==> src/rtl/vcin_pkg.sv <==
package vcin_pkg;
  typedef enum logic [1:0] {
    VC_IDLE   = 2'd0,
    VC_ROUTE  = 2'd1,
    VC_WAITVC = 2'd2,
    VC_ACTIVE = 2'd3
  } vc_state_e;

  // bit 1 of the flit type marks the last flit of a packet
  function automatic logic ends_packet(input logic [1:0] ftype);
    return ftype[1];
  endfunction
endpackage

==> src/rtl/vcin_fifo.sv <==
module vcin_fifo #(
  parameter int DEPTH = 4,
  parameter int WIDTH = 10,
  localparam int PTR_W = (DEPTH > 1) ? $clog2(DEPTH) : 1,
  localparam int CNT_W = $clog2(DEPTH + 1)
) (
  input  logic             clk,
  input  logic             rst_n,
  input  logic             wr_req,
  input  logic [WIDTH-1:0] wr_data,
  input  logic             rd_en,
  output logic [WIDTH-1:0] rd_data,
  output logic [CNT_W-1:0] count,
  output logic             overflow
);
  logic [WIDTH-1:0] mem [DEPTH];
  logic [PTR_W-1:0] wp_q, rp_q;
  logic [CNT_W-1:0] cnt_q;
  logic             full, wr_ok;

  function automatic logic [PTR_W-1:0] ptr_inc(input logic [PTR_W-1:0] p);
    return (p == PTR_W'(DEPTH - 1)) ? '0 : p + PTR_W'(1);
  endfunction

  function automatic logic [CNT_W-1:0] cnt_next(input logic [CNT_W-1:0] c,
                                                input logic up, input logic dn);
    return c + CNT_W'(up) - CNT_W'(dn);
  endfunction

  assign full     = (cnt_q == CNT_W'(DEPTH));
  assign wr_ok    = wr_req && !full;
  assign overflow = wr_req && full;
  assign rd_data  = mem[rp_q];
  assign count    = cnt_q;

  always_ff @(posedge clk) begin
    if (wr_ok) mem[wp_q] <= wr_data;
  end

  always_ff @(posedge clk) begin
    if (!rst_n) begin
      wp_q  <= '0;
      rp_q  <= '0;
      cnt_q <= '0;
    end else begin
      if (wr_ok) wp_q <= ptr_inc(wp_q);
      if (rd_en) rp_q <= ptr_inc(rp_q);
      cnt_q <= cnt_next(cnt_q, wr_ok, rd_en);
    end
  end

  // a departure never reads an empty FIFO
  p_no_underflow_r6: assert property (@(posedge clk) disable iff (!rst_n)
    rd_en |-> (cnt_q != '0));

  // a dropped write leaves the stored count unchanged
  p_drop_keeps_count_r11: assert property (@(posedge clk) disable iff (!rst_n)
    (overflow && !rd_en) |=> (cnt_q == $past(cnt_q)));

  p_count_bound_r11: assert property (@(posedge clk) disable iff (!rst_n)
    cnt_q <= CNT_W'(DEPTH));
endmodule

==> src/rtl/vcin_vc_ctrl.sv <==
module vcin_vc_ctrl
  import vcin_pkg::*;
#(
  parameter int PORT_W  = 3,
  parameter int OVC_W   = 2,
  parameter int CREDITS = 4,
  parameter int CNT_W   = 3,
  localparam int CRED_W = $clog2(CREDITS + 1)
) (
  input  logic              clk,
  input  logic              rst_n,
  input  logic [CNT_W-1:0]  buf_cnt,
  input  logic [1:0]        front_type,
  input  logic              rc_ack,
  input  logic [PORT_W-1:0] rc_port,
  input  logic              va_grant,
  input  logic [OVC_W-1:0]  va_ovc,
  input  logic              sa_grant,
  input  logic              cred_ret,
  output logic              rc_req,
  output logic              va_req,
  output logic              sa_req,
  output logic              pop,
  output logic [PORT_W-1:0] route,
  output logic [OVC_W-1:0]  ovc,
  output logic              stall_pkt,
  output logic              stall_flit
);
  vc_state_e         state_q;
  logic [PORT_W-1:0] route_q;
  logic [OVC_W-1:0]  ovc_q;
  logic [CRED_W-1:0] cred_q;
  logic              tail_leaves;

  function automatic logic [CRED_W-1:0] credit_next(input logic [CRED_W-1:0] c,
                                                    input logic inc, input logic dec);
    return c + CRED_W'(inc) - CRED_W'(dec);
  endfunction

  // phase after the last flit of a packet departs
  function automatic vc_state_e after_tail(input logic [CNT_W-1:0] stored);
    return (stored > CNT_W'(1)) ? VC_ROUTE : VC_IDLE;
  endfunction

  assign rc_req      = (state_q == VC_ROUTE);
  assign va_req      = (state_q == VC_WAITVC);
  assign sa_req      = (state_q == VC_ACTIVE) && (buf_cnt != '0) && (cred_q != '0);
  assign pop         = sa_req && sa_grant;
  assign tail_leaves = pop && ends_packet(front_type);
  assign stall_pkt   = (rc_req && !rc_ack) || (va_req && !va_grant);
  assign stall_flit  = (state_q == VC_ACTIVE) && !pop;
  assign route       = route_q;
  assign ovc         = ovc_q;

  always_ff @(posedge clk) begin
    if (!rst_n) begin
      state_q <= VC_IDLE;
      route_q <= '0;
      ovc_q   <= '0;
      cred_q  <= CRED_W'(CREDITS);
    end else begin
      cred_q <= credit_next(cred_q, cred_ret, pop);
      unique case (state_q)
        VC_IDLE:   if (buf_cnt != '0) state_q <= VC_ROUTE;
        VC_ROUTE:  if (rc_ack) begin
                     route_q <= rc_port;
                     state_q <= VC_WAITVC;
                   end
        VC_WAITVC: if (va_grant) begin
                     ovc_q   <= va_ovc;
                     state_q <= VC_ACTIVE;
                   end
        VC_ACTIVE: if (tail_leaves) state_q <= after_tail(buf_cnt);
        default:   state_q <= VC_IDLE;
      endcase
    end
  end

  // a buffered flit in an idle VC starts routing one edge later
  p_idle_to_route_r2: assert property (@(posedge clk) disable iff (!rst_n)
    (state_q == VC_IDLE && buf_cnt != '0) |=> (state_q == VC_ROUTE));

  // acknowledged route is captured
  p_route_capture_r3: assert property (@(posedge clk) disable iff (!rst_n)
    (rc_req && rc_ack) |=> (va_req && route_q == $past(rc_port)));

  // granted output VC is captured
  p_ovc_capture_r4: assert property (@(posedge clk) disable iff (!rst_n)
    (va_req && va_grant) |=> (state_q == VC_ACTIVE && ovc_q == $past(va_ovc)));

  // a departure without a return spends one credit
  p_credit_spend_r6: assert property (@(posedge clk) disable iff (!rst_n)
    (pop && !cred_ret) |=> (cred_q == $past(cred_q) - CRED_W'(1)));

  // return and departure together cancel
  p_credit_cancel_r7: assert property (@(posedge clk) disable iff (!rst_n)
    (pop && cred_ret) |=> $stable(cred_q));

  p_credit_bound_r7: assert property (@(posedge clk) disable iff (!rst_n)
    cred_q <= CRED_W'(CREDITS));

  // the VC leaves the active phase after its tail departs
  p_tail_exit_r8: assert property (@(posedge clk) disable iff (!rst_n)
    tail_leaves |=> (state_q != VC_ACTIVE));
endmodule

==> src/rtl/vc_input_unit.sv <==
module vc_input_unit
  import vcin_pkg::*;
#(
  parameter int NUM_VC  = 4,
  parameter int DEPTH   = 4,
  parameter int DATA_W  = 8,
  parameter int PORT_W  = 3,
  parameter int OVC_W   = 2,
  parameter int CREDITS = 4,
  localparam int VC_W   = (NUM_VC > 1) ? $clog2(NUM_VC) : 1,
  localparam int FLIT_W = DATA_W + 2,
  localparam int CNT_W  = $clog2(DEPTH + 1)
) (
  input  logic              clk,
  input  logic              rst_n,
  input  logic              in_valid,
  input  logic [VC_W-1:0]   in_vc,
  input  logic [1:0]        in_type,
  input  logic [DATA_W-1:0] in_data,
  output logic [NUM_VC-1:0] rc_req,
  input  logic [NUM_VC-1:0] rc_ack,
  input  logic [PORT_W-1:0] rc_port,
  output logic [NUM_VC-1:0] va_req,
  input  logic [NUM_VC-1:0] va_grant,
  input  logic [OVC_W-1:0]  va_ovc,
  output logic [NUM_VC-1:0] sa_req,
  input  logic [NUM_VC-1:0] sa_grant,
  output logic              out_valid,
  output logic [1:0]        out_type,
  output logic [DATA_W-1:0] out_data,
  output logic [PORT_W-1:0] out_port,
  output logic [OVC_W-1:0]  out_ovc,
  input  logic              cred_valid,
  input  logic [VC_W-1:0]   cred_vc,
  output logic [NUM_VC-1:0] stall_pkt,
  output logic [NUM_VC-1:0] stall_flit,
  output logic              overflow_err
);
  logic [FLIT_W-1:0] front  [NUM_VC];
  logic [PORT_W-1:0] route  [NUM_VC];
  logic [OVC_W-1:0]  ovc    [NUM_VC];
  logic [NUM_VC-1:0] pop_vec, ovf_vec;

  for (genvar v = 0; v < NUM_VC; v++) begin : g_vc
    logic             wr_req, cred_ret;
    logic [CNT_W-1:0] cnt;

    assign wr_req   = in_valid && (in_vc == VC_W'(v));
    assign cred_ret = cred_valid && (cred_vc == VC_W'(v));

    vcin_fifo #(.DEPTH(DEPTH), .WIDTH(FLIT_W)) u_fifo (
      .clk(clk), .rst_n(rst_n),
      .wr_req(wr_req), .wr_data({in_type, in_data}),
      .rd_en(pop_vec[v]), .rd_data(front[v]),
      .count(cnt), .overflow(ovf_vec[v])
    );

    vcin_vc_ctrl #(.PORT_W(PORT_W), .OVC_W(OVC_W), .CREDITS(CREDITS), .CNT_W(CNT_W)) u_ctrl (
      .clk(clk), .rst_n(rst_n),
      .buf_cnt(cnt), .front_type(front[v][FLIT_W-1 -: 2]),
      .rc_ack(rc_ack[v]), .rc_port(rc_port),
      .va_grant(va_grant[v]), .va_ovc(va_ovc),
      .sa_grant(sa_grant[v]), .cred_ret(cred_ret),
      .rc_req(rc_req[v]), .va_req(va_req[v]), .sa_req(sa_req[v]),
      .pop(pop_vec[v]), .route(route[v]), .ovc(ovc[v]),
      .stall_pkt(stall_pkt[v]), .stall_flit(stall_flit[v])
    );
  end

  // departure multiplexer: the single popping VC drives the output
  always_comb begin
    logic [FLIT_W-1:0] f;
    f        = '0;
    out_port = '0;
    out_ovc  = '0;
    for (int v = 0; v < NUM_VC; v++) begin
      if (pop_vec[v]) begin
        f        = f | front[v];
        out_port = out_port | route[v];
        out_ovc  = out_ovc | ovc[v];
      end
    end
    out_type = f[FLIT_W-1 -: 2];
    out_data = f[DATA_W-1:0];
  end

  assign out_valid    = |pop_vec;
  assign overflow_err = |ovf_vec;

  // at most one VC departs per cycle
  p_single_departure_r6: assert property (@(posedge clk) disable iff (!rst_n)
    $onehot0(pop_vec));

  // an error is only flagged for an offered flit
  p_err_needs_flit_r11: assert property (@(posedge clk) disable iff (!rst_n)
    overflow_err |-> in_valid);
endmodule

==> config.mk <==
export PLATFORM = sky130hd
export DESIGN_NAME = vc_input_unit
export DESIGN_NICKNAME = d
export VERILOG_FILES = /design/src/rtl/vcin_pkg.sv /design/src/rtl/vcin_fifo.sv /design/src/rtl/vcin_vc_ctrl.sv /design/src/rtl/vc_input_unit.sv
export SDC_FILE = /design/constraint.sdc
export NUM_CORES = 1
export LEC_CHECK = 0
export ABC_AREA = 1
export ABC_CLOCK_PERIOD_IN_PS = 5150
export BUFFER_PORTS_ARGS = -buffer_cell sky130_fd_sc_hd__clkbuf_2
export CAP_MARGIN = 20
export CORE_MARGIN = 4
export CORE_UTILIZATION = 60
export CTS_BUF_LIST = sky130_fd_sc_hd__clkbuf_16
export CTS_CLUSTER_SIZE = 20
export DETAILED_ROUTE_END_ITERATION = 6
export GPL_ROUTABILITY_DRIVEN = 0
export PLACE_DENSITY = 0.87
export SYNTH_ARGS = -nofsm -noshare
export SYNTH_HDL_FRONTEND = slang
export SYNTH_SLANG_ARGS = --single-unit
==> constraint.sdc <==
create_clock -name clk -period 5.15 [get_ports clk]
set_clock_uncertainty 0.2 [all_clocks]
set_input_delay 1.03 -clock clk [delete_from_list [all_inputs] [get_ports clk]]
set_output_delay 1.03 -clock clk [all_outputs]
set_load 0.005 [all_outputs]
==> impl_summary.log, run 1 <==
INFO  metric synthArstFlopShare = 0%
INFO  metric synthesis.area = ~11,000 um2
INFO  metric vias_per_cell = between 5 and 6
INFO  metric dr.pass1.iters = 5
INFO  metric peakVddDrop = 337.4 uV
INFO  metric yosysUniqueCellTypes = 38
INFO  metric power_density = 376.9 nW/um2
INFO  metric holdCritStartpoint = g_vc[2].u_ctrl.route[2]
INFO  metric cts-hold-fix-buffers = 0
INFO  metric finalNetCount = 1,226
INFO  metric detail_route.drc_violations = 0
INFO  metric layout.core_utilization = 68.23%
INFO  metric synth_top_area_cell = sky130_fd_sc_hd__edfxtp_1
INFO  metric tritoncts = done
INFO  metric class_of_the_tightest_hold_or_removal_check = reg2reg
INFO  metric path_max_fanout = 21
INFO  metric outcome = complete, no violations
INFO  metric yosys_warnings = 0
INFO  metric syn_area_per_cell = roughly 10 um2
INFO  metric drt-total-wl = 23,680 um
INFO  metric antenna_cells = 0
INFO  metric finalSetupViolations = 0
INFO  metric p_leak = 0.005087 uW
INFO  metric crit-reg2reg-launch = g_vc[0].u_ctrl.state_q[0]
INFO  metric avgRoutedWirePerCell = 17.37 um
INFO  metric post_cts_resized = 0
INFO  metric die_w = 142.5 um
INFO  metric cts.repair_timing.setup_buffer_count = 0
INFO  metric synth.most_common_cell = sky130_fd_sc_hd__nor2_1
INFO  metric clk-insertion-delay-late = 0.52 ns
INFO  metric timing.setup.tns = 0 ns
INFO  metric slew_worst_pin = ~1.1 ns
INFO  metric hold_path_depth = 2
INFO  metric worst_r2r_path_depth = 12
INFO  metric io_pins = about 70
INFO  metric cts_buffers = 25
INFO  metric timing.max_slew.rel_slack = roughly 29%
INFO  metric layout-drive-gt1-share = a little over an eighth
INFO  metric number_of_buffers_on_the_longest_clock_path = 3
INFO  metric drt-initial-drc-count = roughly 790
INFO  metric port_buffers = 71
INFO  metric htreeDepth = 1
INFO  metric synth_seq_area_share = 58.26%
INFO  metric die_height = 142.5 um
INFO  metric grt_pass1_wl = 38,230 um
INFO  metric setup.worst_path.start_class = register
INFO  metric post_synth_inst_count = around 1,100
INFO  metric synth-edff-count = 160
INFO  metric core_region_area = 17,540 um2
INFO  metric cts_root_buffer = sky130_fd_sc_hd__clkbuf_16
INFO  metric fp-row-count = 48
INFO  metric timing.critical_path.arrival = 2.82 ns
INFO  metric r2r-end = g_vc[0].u_fifo.count[2]
INFO  metric timing_max_transition_violations_final = 0
INFO  metric pin_count_of_the_biggest_net_entering_global_routing = 58
INFO  metric vias_in_the_first_global_route = 7,662
INFO  metric syn_nets = 1,177
INFO  metric grt_setup_unrepaired = false
INFO  metric ff2ff_setup_slack = 2.15 ns
INFO  metric ant_nets = 0
INFO  metric netlist_top_cells_count = sky130_fd_sc_hd__nor2_1, sky130_fd_sc_hd__edfxtp_1, sky130_fd_sc_hd__inv_1, sky130_fd_sc_hd__o21ai_0, sky130_fd_sc_hd__nand2_1
INFO  metric track_usage = 23.50%
INFO  metric gr-total-overflow = 0
INFO  metric fp.dieArea = slightly above 20,000 um2
INFO  metric antenna_violations_before_repair = 0
INFO  metric synth_seq_cells = 236
INFO  metric cts.reportedPaths.clkPinSlew = 0.06 ns
INFO  metric hpwl = around 16,000 um
INFO  metric yosysTopAreaCellShare = between 40% and 50%
INFO  metric cts_sinks = 236
INFO  metric areaGrowthSynthToFinish = 10.20%
INFO  metric max_freq = 0.2472 GHz
INFO  metric timing_worst_setup_path_type = reg2out
INFO  metric time_the_worst_path_needs_with_i_o_delays_and_setup = 4.046 ns
INFO  metric worstPathRequired = 3.92 ns
INFO  metric floorplan.initialDensity = a little over 60%
INFO  metric worstSetupEndpointType = primary output
INFO  metric hold_viol_final = 0
INFO  metric whs_endpoint = g_vc[2].u_ctrl.route[2]
INFO  metric postSynth.topFlopCell = sky130_fd_sc_hd__edfxtp_1
INFO  metric timing.final.crit_share = 78.55%
INFO  metric synthTopCellsByArea = sky130_fd_sc_hd__edfxtp_1, sky130_fd_sc_hd__dfxtp_1, sky130_fd_sc_hd__ha_1
INFO  metric dr_total_vias = 7,731
INFO  metric cap_viol_max_count = 0
where the power goes:
part / switching [uW] / internal, uW
clock: 732 / 969
sequential: 67.5 / 2120
combinational: 396 / 226
total: 1200 / 3310
worst max path at each step:
stage                     start                        to  slack [ns]  depth (start not counted)
finish                 register               out_data[2]        1.10                          6
global route           register               out_data[5]        0.89                          6
CTS                    register               out_data[7]        1.18                          6
detailed placement     register               out_data[5]        1.77                          6
global placement       register               out_data[5]        1.86                          6
floorplan           sa_grant[1]  g_vc[1].u_ctrl.cred_q[2]        2.40                          9
stage by stage:
stage | power, uW | setup WS (ns) | hold WS (ns) | cells | instance area, um2
6_report | 4510 | 1.104 | 0.2866 | 1363 | 11970
5_1_grt | 4720 | 0.8918 | 0.3073 | 1363 | 11970
4_1_cts | 4521 | 1.183 | 0.2885 | 1362 | 11960
3_5_place_dp | 2837 | 1.774 | 0.2732 | 1316 | 11170
3_3_place_gp | 2796 | 1.858 | 0.2660 | 1316 | 11170
2_1_floorplan | 2692 | 2.396 | 0.2536 | 1070 | 10860
metal layers:
metal / routed length (um) / up-vias / part of all wire [%] / global-route usage (%)
met5: 0 / - / 0 / 0
met4: 857 / 0 / 3.6 / 8.604
met3: 1662 / 80 / 7.0 / 3.562
met2: 11600 / 339 / 49 / 40.23
met1: 9551 / 3665 / 40 / 30.51
li1: - / 3647 / - / -
kinds of logic (layout without fill, tap and decap cells):
| family | Yosys count | after routing | synth area share (%) |
|---|---|---|---|
| compound gates | 193 | 193 | 10.13 |
| simple gates | 358 | 358 | 13.77 |
| flops | 236 | 236 | 58.26 |
| fa+ha+maj | 72 | 72 | 8.850 |
| xor+xnor | 8 | 8 | 0.6453 |
| buf+inv | 203 | 271 | 8.343 |
state kept, by name (all words and copies together) (netlist names), named ones only:
| signal | count |
|---|---|
| g_vc.u_fifo.count | 12 |
| g_vc.u_ctrl.route | 12 |
| g_vc.u_fifo.rp_q | 8 |
| g_vc.u_ctrl.ovc | 8 |
| g_vc.u_ctrl.state_q | 8 |
| g_vc.u_ctrl.cred_q | 12 |
| g_vc.u_fifo.wp_q | 8 |
| g_vc.u_fifo.mem | 160 |
critical path, cell delays in order, from the launching register on:
cell                       delay, ns
sky130_fd_sc_hd__dfxtp_1        0.79
sky130_fd_sc_hd__inv_1          0.50
sky130_fd_sc_hd__o21ai_0        0.35
sky130_fd_sc_hd__o22ai_1        0.12
sky130_fd_sc_hd__a22oi_1        0.30
sky130_fd_sc_hd__nand2_1        0.10
sky130_fd_sc_hd__clkbuf_2       0.12
placed cells by master, fill, tap and decap left out, types with 25 or more instances in the layout:
master,n
sky130_fd_sc_hd__clkbuf_16,26
sky130_fd_sc_hd__clkbuf_2,71
sky130_fd_sc_hd__nor2_1,180
sky130_fd_sc_hd__dfxtp_1,76
sky130_fd_sc_hd__ha_1,64
sky130_fd_sc_hd__nand3_1,25
sky130_fd_sc_hd__o21ai_0,111
sky130_fd_sc_hd__edfxtp_1,160
sky130_fd_sc_hd__nand2_1,110
sky130_fd_sc_hd__o22ai_1,31
sky130_fd_sc_hd__inv_1,144
layout make-up:
type                       count  area, um2
clock inverter                20      132.6
timing repair buffer          73      370.4
fill                        1217       5572
sequential                   236       6326
clock buffer                  26      650.6
tap                          225      281.5
inverter                     152      578.1
multi-input combinational    631       3626
No activity file was read; power rests on OpenSTA's default activity.
==> run 2: changes to the inputs <==
ABC_CLOCK_PERIOD_IN_PS = 4000   (was 5150)
clock period = 4 ns   (was 5.15 ns; I/O delays follow)
==> run 2 against run 1 <==
Compared with the run above:
- cell count increased by 0.15%
- register-to-register slack got worse by 1.0 ns
- combinational power rose by 30%
- clock power is 26% higher
- hold slack got worse by 0.0029 ns
- total power up 28%
- critical path type unchanged
- largest power group unchanged
==> impl_summary.log, run 2 (synthesized netlist as in run 1, its figures left out) <==
INFO  metric hpwl = 15,670 um (was 15,820 um)
INFO  metric holdCritStartpoint = g_vc[3].u_ctrl.route[0] (was g_vc[2].u_ctrl.route[2])
INFO  metric detail_route.drc_violations = 0 (unchanged)
INFO  metric antenna_violations_before_repair = 0 (unchanged)
INFO  metric clk-insertion-delay-late = 0.54 ns (was 0.52 ns)
INFO  metric timing.max_slew.rel_slack = 29.35% (was 29.00%)
INFO  metric fp-row-count = 48 (unchanged)
INFO  metric path_max_fanout = 11 (was 21)
INFO  metric grt_setup_unrepaired = false (unchanged)
INFO  metric p_leak = 0.005100 uW (was 0.005087 uW)
INFO  metric worstPathRequired = 3.00 ns (was 3.92 ns)
INFO  metric timing.critical_path.arrival = 2.38 ns (was 2.82 ns)
INFO  metric largest-register = g_vc.u_fifo.mem (unchanged)
INFO  metric post_cts_resized = 0 (unchanged)
INFO  metric timing_max_transition_violations_final = 0 (unchanged)
INFO  metric outcome = complete, no violations (unchanged)
INFO  metric timing.setup.tns = 0 ns (unchanged)
INFO  metric port_buffers = 71 (unchanged)
INFO  metric drt-initial-drc-count = 779 (was 789)
INFO  metric vias_per_cell = 5.574 (was 5.672)
INFO  metric crit-reg2reg-launch = g_vc[0].u_ctrl.state_q[0] (unchanged)
INFO  metric crit_chain = clkinv_1, nor2_1, o21ai_0, a21oi_1, a21oi_1, nand2_1, clkbuf_2 (was inv_1, o21ai_0, o22ai_1, a22oi_1, nand2_1, clkbuf_2)
INFO  metric grt_pass1_wl = 36,670 um (was 38,230 um)
INFO  metric timing_worst_setup_path_type = reg2out (unchanged)
INFO  metric ant_nets = 0 (unchanged)
INFO  metric htreeDepth = 1 (unchanged)
INFO  metric cts_sinks = 236 (unchanged)
INFO  metric critical_path.top_delay_family = flip-flops (unchanged)
INFO  metric antenna_cells = 0 (unchanged)
INFO  metric critical_path.max_stage_delay = 0.58 ns (was 0.79 ns)
INFO  metric vias_in_the_first_global_route = 7,447 (was 7,662)
INFO  metric io_pins = 72 (unchanged)
INFO  metric placedCellCount = 1,321 (was 1,316)
INFO  metric ff2ff_setup_slack = 1.13 ns (was 2.15 ns)
INFO  metric cts_root_buffer = sky130_fd_sc_hd__clkbuf_16 (unchanged)
INFO  metric max_freq = 0.2957 GHz
INFO  metric drt-total-wl = 23,000 um (was 23,680 um)
INFO  metric hold_path_depth = 2 (unchanged)
INFO  metric r2r-end = g_vc[0].u_fifo.count[2] (unchanged)
INFO  metric power_density = 481.8 nW/um2 (was 376.9 nW/um2)
INFO  metric die_w = 142.5 um (unchanged)
INFO  metric time_the_worst_path_needs_with_i_o_delays_and_setup = 3.382 ns
INFO  metric worstSetupEndpointType = primary output (unchanged)
INFO  metric cts.reportedPaths.clkPinSlew = 0.06 ns (about the same)
INFO  metric slew_worst_pin = 1.056 ns (was 1.061 ns)
INFO  metric mostFrequentLayoutCell = sky130_fd_sc_hd__nor2_1 (unchanged)
INFO  metric dr_total_vias = 7,608 (was 7,731)
INFO  metric die_height = 142.5 um (unchanged)
INFO  metric avgRoutedWirePerCell = 16.85 um (was 17.37 um)
INFO  metric timing.final.crit_share = 84.54%
INFO  metric gr-total-overflow = 0 (unchanged)
INFO  metric layout.core_utilization = 68.31% (was 68.23%)
INFO  metric setup.worst_path.start_class = register (unchanged)
INFO  metric worst_r2r_path_depth = 12 (unchanged)
INFO  metric cts_buffers = 24 (was 25)
INFO  metric track_usage = 22.61% (was 23.50%)
INFO  metric layout-drive-gt1-share = 13.33% (was 13.18%)
INFO  metric finalSetupViolations = 0 (unchanged)
INFO  metric place_area = 11,210 um2 (was 11,170 um2)
INFO  metric dr.pass1.iters = 5 (unchanged)
INFO  metric cp_common_cell = sky130_fd_sc_hd__a21oi_1
INFO  metric pin_count_of_the_biggest_net_entering_global_routing = 34 (was 58)
INFO  metric final_cell_area = 11,980 um2 (was 11,970 um2)
INFO  metric number_of_buffers_on_the_longest_clock_path = 3 (unchanged)
INFO  metric peakVddDrop = 390.2 uV (was 337.4 uV)
INFO  metric filler_cell_count = 1,195 (was 1,217)
INFO  metric largest_register_ff_count = 160 (unchanged)
INFO  metric mostFrequentLayoutCells = sky130_fd_sc_hd__nor2_1, sky130_fd_sc_hd__edfxtp_1, sky130_fd_sc_hd__inv_1 (unchanged)
INFO  metric cap_viol_max_count = 0 (unchanged)
INFO  metric whs_endpoint = g_vc[3].u_ctrl.route[0] (was g_vc[2].u_ctrl.route[2])
INFO  metric fin_cells = 1,365 (was 1,363)
INFO  metric cts-hold-fix-buffers = 0 (unchanged)
INFO  metric tritoncts = done (unchanged)
INFO  metric floorplan.initialDensity = 61.91% (unchanged)
INFO  metric areaGrowthSynthToFinish = 10.34% (was 10.20%)
INFO  metric core_region_area = 17,540 um2 (unchanged)
INFO  metric cts.repair_timing.setup_buffer_count = 0 (unchanged)
INFO  metric fp.dieArea = 20,310 um2 (unchanged)
INFO  metric crit_path_top_delay_cell = sky130_fd_sc_hd__dfxtp_1 (unchanged)
INFO  metric finalNetCount = 1,229 (was 1,226)
INFO  metric class_of_the_tightest_hold_or_removal_check = reg2reg (unchanged)
INFO  metric multiInputGateArea = 3626 um2 (unchanged)
INFO  metric cp_num_buf_inv = 2 (unchanged)
INFO  metric seq_area = 6326 um2 (unchanged)
INFO  metric hold_viol_final = 0 (unchanged)
run 2: cell types whose count changed in the layout (fill, tap and decap cells not counted), sizes merged:
cell / change
bufinv: +1
clkinv: -4
inv: +2
buf: +4
clkbuf: -2
clkinvlp: +1
run 2: per-layer routing:
metal	vias to the layer above	global-route usage (%)	share of wire (%)
met1	3595	28.79	40
met2	305	39.84	51
li1	3662	-	-
met3	46	3.461	6.2
met4	0	7.204	2.2
met5	-	0	0
run 2: through the flow:
step / power, uW / setup WS (ns) / hold slack, ns
after global routing: 6034 / 0.4078 / 0.3103
after floorplan: 3466 / 1.476 / 0.2536
after CTS: 5794 / 0.6169 / 0.2883
final: 5772 / 0.6184 / 0.2837
after detailed placement: 3657 / 1.016 / 0.2746
after global placement: 3606 / 1.081 / 0.2661
run 2: layout make-up:
cell class | instances | area share, %
repair buffers | 77 | 3.342
inverters | 152 | 4.825
clock buffers | 24 | 5.013
well taps | 225 | 2.350
flip-flops and latches | 236 | 52.80
clock inverters | 20 | 1.399
multi-input cells | 631 | 30.27
run 2: worst min-delay path, delay by kind of cell (launching register included):
family	cells	cell delay [ns]
flip-flops	1	0.33
AND/OR/NAND/NOR	2	0.13
run 2: where the power goes:
| part | leakage, uW | internal [uW] | switching (uW) |
|---|---|---|---|
| combinational | 0.00264 | 294 | 514 |
| clock | 0.000399 | 1230 | 920 |
| sequential | 0.00206 | 2730 | 86.1 |
run 2: worst max path at each step:
stage | from | to | slack (ns) | cells after the start
after CTS | register | out_data[7] | 0.62 | 7
after global routing | register | out_data[0] | 0.41 | 7
after detailed placement | sa_grant[0] | g_vc[0].u_ctrl.cred_q[2] | 1.02 | 9
final | register | out_data[0] | 0.62 | 7
after global placement | sa_grant[0] | g_vc[0].u_ctrl.cred_q[2] | 1.08 | 9
after floorplan | sa_grant[1] | g_vc[1].u_ctrl.cred_q[2] | 1.48 | 9
